[src/rtl/irqcap_pkg.sv]
package irqcap_pkg;
  typedef enum logic {
    TRIG_EDGE  = 1'b0,
    TRIG_LEVEL = 1'b1
  } trig_e;
endpackage

[src/rtl/irqcap_mode_reg.sv]
module irqcap_mode_reg #(
  parameter int         LINES   = 8,
  parameter logic [LINES-1:0] WR_MASK = 8'hF8
) (
  input  logic             clk,
  input  logic             rst_n,
  input  logic             wr_en,
  input  logic [LINES-1:0] wr_data,
  output logic [LINES-1:0] mode_q
);
  always_ff @(posedge clk or negedge rst_n) begin
    if (!rst_n) mode_q <= '0;
    else if (wr_en) mode_q <= wr_data & WR_MASK;
  end

  // a write lands masked on the next cycle
  p_mode_write_r4: assert property (@(posedge clk) disable iff (!rst_n)
    wr_en |=> mode_q == ($past(wr_data) & WR_MASK));

  // register holds without a write
  p_mode_hold_r4: assert property (@(posedge clk) disable iff (!rst_n)
    !wr_en |=> $stable(mode_q));
endmodule

[src/rtl/irqcap_ack_dec.sv]
module irqcap_ack_dec #(
  parameter int LINES = 8,
  localparam int IDXW = (LINES > 1) ? $clog2(LINES) : 1
) (
  input  logic            ack_en,
  input  logic [IDXW-1:0] ack_line,
  output logic [LINES-1:0] ack_hot
);
  always_comb begin
    ack_hot = '0;
    for (int i = 0; i < LINES; i++) begin
      if (ack_en && (ack_line == IDXW'(i))) ack_hot[i] = 1'b1;
    end
  end
endmodule

[src/rtl/irqcap_cell.sv]
module irqcap_cell
  import irqcap_pkg::*;
(
  input  logic clk,
  input  logic rst_n,
  input  logic init_clr,
  input  trig_e mode,
  input  logic line_in,
  input  logic ack_hit,
  input  logic masked,
  output logic pend_q,
  output logic new_q,
  output logic supp_q
);
  logic seen_q;
  logic rise, set_now, fresh, pend_d;

  always_comb begin
    rise    = line_in & ~seen_q;
    set_now = (mode == TRIG_LEVEL) ? line_in : rise;
    if (init_clr)                pend_d = 1'b0;
    else if (mode == TRIG_LEVEL) pend_d = line_in;
    else                         pend_d = rise | (pend_q & ~ack_hit);
    fresh = ~init_clr & set_now & ~pend_q;
  end

  always_ff @(posedge clk or negedge rst_n) begin
    if (!rst_n) begin
      seen_q <= 1'b0;
      pend_q <= 1'b0;
      new_q  <= 1'b0;
      supp_q <= 1'b0;
    end else begin
      seen_q <= init_clr ? 1'b0 : line_in;
      pend_q <= pend_d;
      new_q  <= fresh & ~masked;
      supp_q <= fresh & masked;
    end
  end

  // level line follows its input
  p_level_follow_r1: assert property (@(posedge clk) disable iff (!rst_n)
    (!init_clr && mode == TRIG_LEVEL) |=> pend_q == $past(line_in));

  // rising edge latches on an edge line
  p_edge_set_r2: assert property (@(posedge clk) disable iff (!rst_n)
    (!init_clr && mode == TRIG_EDGE && line_in && !seen_q) |=> pend_q);

  // edge request survives a low input
  p_edge_hold_r3: assert property (@(posedge clk) disable iff (!rst_n)
    (!init_clr && mode == TRIG_EDGE && pend_q && !ack_hit) |=> pend_q);

  // acknowledge retires an edge request
  p_ack_clear_r5: assert property (@(posedge clk) disable iff (!rst_n)
    (!init_clr && mode == TRIG_EDGE && ack_hit && !(line_in && !seen_q)) |=> !pend_q);

  // no pulse for a line already pending
  p_no_repeat_r6: assert property (@(posedge clk) disable iff (!rst_n)
    pend_q |=> !new_q && !supp_q);

  // a pulse always comes with a pending bit
  p_pulse_pend_r6: assert property (@(posedge clk) disable iff (!rst_n)
    (new_q || supp_q) |-> pend_q);

  // initialize wipes state
  p_init_r7: assert property (@(posedge clk) disable iff (!rst_n)
    init_clr |=> !pend_q && !new_q && !supp_q);
endmodule

[src/rtl/irqcap_top.sv]
module irqcap_top
  import irqcap_pkg::*;
#(
  parameter int         LINES   = 8,
  parameter logic [LINES-1:0] WR_MASK = 8'hF8,
  localparam int IDXW = (LINES > 1) ? $clog2(LINES) : 1
) (
  input  logic             clk,
  input  logic             rst_n,
  input  logic [LINES-1:0] line_in,
  input  logic [LINES-1:0] line_mask,
  input  logic             mode_wr_en,
  input  logic [LINES-1:0] mode_wr_data,
  output logic [LINES-1:0] mode_q,
  input  logic             ack_en,
  input  logic [IDXW-1:0]  ack_line,
  input  logic             init_clr,
  output logic [LINES-1:0] pend_q,
  output logic [LINES-1:0] new_q,
  output logic [LINES-1:0] supp_q
);
  logic [LINES-1:0] ack_hot;

  irqcap_mode_reg #(.LINES(LINES), .WR_MASK(WR_MASK)) u_mode (
    .clk(clk), .rst_n(rst_n), .wr_en(mode_wr_en),
    .wr_data(mode_wr_data), .mode_q(mode_q)
  );

  irqcap_ack_dec #(.LINES(LINES)) u_ack (
    .ack_en(ack_en), .ack_line(ack_line), .ack_hot(ack_hot)
  );

  for (genvar g = 0; g < LINES; g++) begin : g_line
    irqcap_cell u_cell (
      .clk(clk), .rst_n(rst_n), .init_clr(init_clr),
      .mode(trig_e'(mode_q[g])), .line_in(line_in[g]),
      .ack_hit(ack_hot[g]), .masked(line_mask[g]),
      .pend_q(pend_q[g]), .new_q(new_q[g]), .supp_q(supp_q[g])
    );
  end

  // a line reports either new or suppressed, never both
  p_flag_excl_r6: assert property (@(posedge clk) disable iff (!rst_n)
    (new_q & supp_q) == '0);

  // reset leaves mode all-edge
  p_reset_mode_r8: assert property (@(posedge clk)
    $rose(rst_n) |-> mode_q == '0);
endmodule

[config.mk]
export PLATFORM = sky130hd
export DESIGN_NAME = irqcap_top
export DESIGN_NICKNAME = d
export VERILOG_FILES = /design/src/rtl/irqcap_pkg.sv /design/src/rtl/irqcap_mode_reg.sv /design/src/rtl/irqcap_ack_dec.sv /design/src/rtl/irqcap_cell.sv /design/src/rtl/irqcap_top.sv
export SDC_FILE = /design/constraint.sdc
export NUM_CORES = 1
export LEC_CHECK = 0
export BUFFER_PORTS_ARGS = -buffer_cell sky130_fd_sc_hd__buf_2
export CAP_MARGIN = 30
export CORE_UTILIZATION = 51
export DETAILED_ROUTE_END_ITERATION = 7
export GPL_TIMING_DRIVEN = 0
export PLACE_DENSITY = 0.83
export SKIP_LAST_GASP = 1
export SLEW_MARGIN = 30
export SYNTH_ARGS = -nofsm -noshare
export SYNTH_HDL_FRONTEND = slang
export SYNTH_SLANG_ARGS = --single-unit
[constraint.sdc]
create_clock -name clk -period 2.05 [get_ports clk]
set_input_delay 0.3075 -clock clk [delete_from_list [all_inputs] [get_ports clk]]
set_output_delay 0.3075 -clock clk [all_outputs]
set_load 0.01 [all_outputs]
Yosys cells after proc, flatten, opt, wreduce, memory -nomap -nowiden. Cells that the tools add are included.

Flip-flop bits (word level): 37. Word-level logic and storage cells: 172.

Equal/unequal tests: 7. Mux-type cells: 34. Bitwise operators: 89. Reduce and logical (&&, ||, !) cells: 9.

Operators by type and width (number): $and A1 B1 Y1 (48); $mux W1 (34); $not A1 Y1 (33); $eq A3 B3 Y1 const B (4); $logic_and A1 B1 Y1 (8); $or A1 B1 Y1 (8); $eq A3 B2 Y1 const B (2); $eq A3 B1 Y1 const B (1); $logic_not A3 Y1 (1).

Logic depth before layout (Yosys ltp).
Depth after elaboration: 8. Gate-level depth with buffers: 4. Mapped depth without buffers: 3.

Cells and area by module. From an unflattened synthesis, not the netlist that was laid out.

Cell total of the unflattened synthesis: 110. Area total of the unflattened synthesis: 1545.2 um^2.

Modules (own cells, without submodules): irqcap_cell (instances 8, cells each 11, area each 155.1 um^2, sequential area each 100.1 um^2); irqcap_mode_reg (instances 1, cells each 14, area each 207.7 um^2, sequential area each 125.1 um^2); irqcap_ack_dec (instances 1, cells each 8, area each 96.3 um^2, sequential area each 0.0 um^2).

Least setup slack after synthesis. Ideal clock, no wire load.

Kind: input port to flip-flop. Start point: input ack_line[2]. End point: register g_line[0].u_cell.pend_q. Setup time: 0.127 ns. Data arrival time: 0.733 ns. Data required time: 1.923 ns. Setup slack: 1.190 ns. Stages on the path: 3. Buffers on the path: 0. Cell sequence: nand2b_1 o31ai_1 a21oi_1.

Word-level cells in the longest chain between the ends: 7.

RTL lines: start: declaration (line irqcap_top.sv:16) `input logic [IDXW-1:0] ack_line,`; $logic_not A3 Y1 (line irqcap_ack_dec.sv:12) `if (ack_en && (ack_line == IDXW'(i))) ack_hot[i] = 1'b1;`; $logic_and A1 B1 Y1 (line irqcap_ack_dec.sv:12); $mux W1 (line irqcap_ack_dec.sv:12); $not A1 Y1 (line irqcap_cell.sv:23) `else pend_d = rise | (pend_q & ~ack_hit);`; $and A1 B1 Y1 (line irqcap_cell.sv:23); $or A1 B1 Y1 (line irqcap_cell.sv:23); $mux W1 (line irqcap_cell.sv:21) `if (init_clr) pend_d = 1'b0;`; via g_line[0].u_cell.pend_d (line irqcap_cell.sv:16) `logic rise, set_now, fresh, pend_d;`; end signal: assignment (line irqcap_cell.sv:35) `pend_q <= pend_d;`; end: declaration (line irqcap_cell.sv:11) `output logic pend_q,`.

The timed path passes the listed nets, and every way through them passes these cells. A chain may end at the register's enable or synchronous reset.

Worst setup path in the final report.
Start point: register u_mode.mode_q[5]. End point: output mode_q[5].

RTL lines: start: declaration (line irqcap_mode_reg.sv:9) `output logic [LINES-1:0] mode_q`; start signal: assignment (line irqcap_mode_reg.sv:13) `else if (wr_en) mode_q <= wr_data & WR_MASK;`; end: declaration (line irqcap_top.sv:14) `output logic [LINES-1:0] mode_q,`.

No word-level cell between the ends.

==> flow_summary.toml <==
[run_status]
status = "finished, final reports clean"

[drt]
drtPass1Iterations = 4
met2_length_um = 1450
wl_per_cell_um = 11.4
vias_per_cell = 4.61
drc = 0
routed.top_layer = "met4"
drt-initial-drc-count = 20
wl_um = 2870
routedLengthMet1_um = 1200
num_vias = 1167
ant_nets = 0
met3_length_um = 171

[critical_path]
path_class = "reg2out"
cp-start-kind = "register"
rrSetupSlack_ns = 1.04
reg2regPathDepth = 2
cp_data_required_time_ns = 1.74
cp_max_fo = 4
crit_arrival_ns = 1.07
cp-end-kind = "primary output"

[timing]
max-slew-margin-rel_pct = 46.9
finalHoldViolCount = 0
fmax_mhz = 724
period_share_pct = 67.4
tightest_slew_ns = 0.796
tns_ns = 0
fin_skew_ns = 0.00533
setup-violations-final = 0
rsz0062_at_grt = "false"
slew_violations = 0
period_needed_ns = 1.38

[clock_tree]
cts_tree = "yes"
clock_sinks = 37
numCtsBuffers = 5
cts_max_level = 2
clk_pin_slew_worst_paths_ns = 0.11
cts_resized = 0
root_buffer = "clkbuf_4"
cts_buffer_depth = 2
cts_setup_buffers = 0
hold_buffers = 0
clk_latency_ns = 0.34

[die]
io_pins = 64
die-area_um2 = 3420
die_w_um = 58.5
start_util_pct = 53.7
die_height_um = 58.5
std_cell_rows = 20
coreArea_um2 = 3030

[global_routing]
antenna_found_initial = 0
grt_pass1_vias = 1147
grt_start_max_net_pins = 38
gr-total-overflow = 0
grt_pass1_wl_um = 4740
gr-usage-all-layers_pct = 19.1

[synthesis]
synth-main-ff-cell = "dfrtp_1"
synth_seq_cells = 37
yosysSeqAreaShare_pct = 56.9
synth.distinct_cells = 24
synth-edff-count = 0
avgSynthCellArea_um2 = 11.5
ys_warn_count = 0
synthCells = 142
async_flop_share_pct = 100
syn_area_um2 = 1630

[placement]
dp.cells = 245
dp_hpwl_um = 2190
place.port_buffers = 57
place_congestion = 0.795

[run]
maxCapViolations = 0

[hold_path]
min_path_type = "in2async"

[power_and_ir_drop]
vdd.ir_drop.worst_v = 0.000370
p_per_area_nw_per_um2 = 688
p_leak_nw = 1.12

[cells_and_area]
final_util_pct = 66.9
instances_no_fill = 253
fin_nets = 240
fillers = 242
drive_gt1_share_pct = 52.6
syn2layout_area_growth_pct = 24.5
antenna_cells = 0
## cells by family (layout without fill, tap and decap cells)
kind of cell | Yosys count | count (layout) | share of synthesized area (%)
buf+inv | 42 | 107 | 17.3
flops | 37 | 37 | 56.9
simple gates | 42 | 42 | 15.7
compound gates | 15 | 15 | 6.38
mux | 5 | 5 | 3.46
other cells | 1 | 3 | 0.231
## cell type report
class	count	area, um2	area share, %
plain buffers	33	248	12.2
clock buffers	6	41.3	2.04
well taps	44	55.1	2.72
repair buffers	57	285	14.1
flip-flops and latches	37	926	45.7
inverters	9	33.8	1.67
multi-input cells	65	427	21.1
clock inverters	2	10.0	0.494
## layout by cell type, fill, tap and decap left out, drive strengths merged
cell,n
o211ai,3
o31ai,1
buf,90
mux2,5
clkbuf,6
nand2b,6
a21oi,2
inv,9
clkinv,2
conb,3
nor3b,5
o32ai,1
nor4,3
nor2b,3
nor3,7
o311ai,1
nand2,7
nor2,5
nor4b,3
o21ai,7
and2b,3
dfrtp,37
## synthesized netlist by cell type, drive strengths merged (5+ instances only)
master | number | area [um2]
dfrtp | 37 | 926
buf | 33 | 248
inv | 9 | 33.8
nand2 | 7 | 26.3
nor3 | 7 | 35.0
o21ai | 7 | 46.3
nand2b | 6 | 45.0
mux2 | 5 | 56.3
nor2 | 5 | 18.8
nor3b | 5 | 37.5
## state kept, by name, summed over array words and instances, names as in the netlist
| register | count |
|---|---|
| g_line.u_cell.new_q | 8 |
| g_line.u_cell.seen_q | 8 |
| g_line.u_cell.pend_q | 8 |
| g_line.u_cell.supp_q | 8 |
| u_mode.mode_q | 5 |
## per-stage QoR
stage | total power, mW | hold slack, ns | worst slack [ns] | area, um2
final | 1.39 | 0.0404 | 0.668 | 2030
after floorplan | 0.944 | 0.0119 | 1.19 | 1630
after global placement | 1.03 | 0.421 | 0.991 | 1970
after detailed placement | 1.04 | 0.434 | 0.916 | 1970
after global routing | 1.48 | 0.0769 | 0.623 | 2030
after CTS | 1.40 | 0.0565 | 0.660 | 2030
## worst max-delay path, stage by stage, from the launching register on
cell and delay [ns]:
dfrtp_1 0.45, buf_4 0.15, buf_2 0.13
## metal layers
layer	GRT usage, %	up-vias
li1	-	574
met1	21.5	553
met2	31.9	34
met3	7.69	6
met4	8.84	0
met5	0	-
## path summary, 6_finish.rpt
check                                                       start                           endpoint
worst max-delay path                 u_mode.mode_q[5]$_DFFE_PN0P_                          mode_q[5]
worst min-delay path                                        rst_n  g_line[5].u_cell.supp_q$_DFF_PN0_
worst max register to register       u_mode.mode_q[7]$_DFFE_PN0P_  g_line[7].u_cell.supp_q$_DFF_PN0_
worst min register to register  g_line[1].u_cell.seen_q$_DFF_PN0_   g_line[1].u_cell.new_q$_DFF_PN0_
max in group asynchronous                                   rst_n  g_line[2].u_cell.seen_q$_DFF_PN0_
min in group clk                                     line_mask[4]   g_line[4].u_cell.new_q$_DFF_PN0_
## where the power goes
group | total [mW] | leakage (nW) | switching [mW] | internal, mW
registers | 0.805 | 0.483 | 0.0336 | 0.772
clock network | 0.366 | 0.0320 | 0.236 | 0.131
logic | 0.223 | 0.608 | 0.102 | 0.121
total | 1.39 | 1.12 | 0.371 | 1.02
Note: power is estimated with default switching activity, not from simulation.
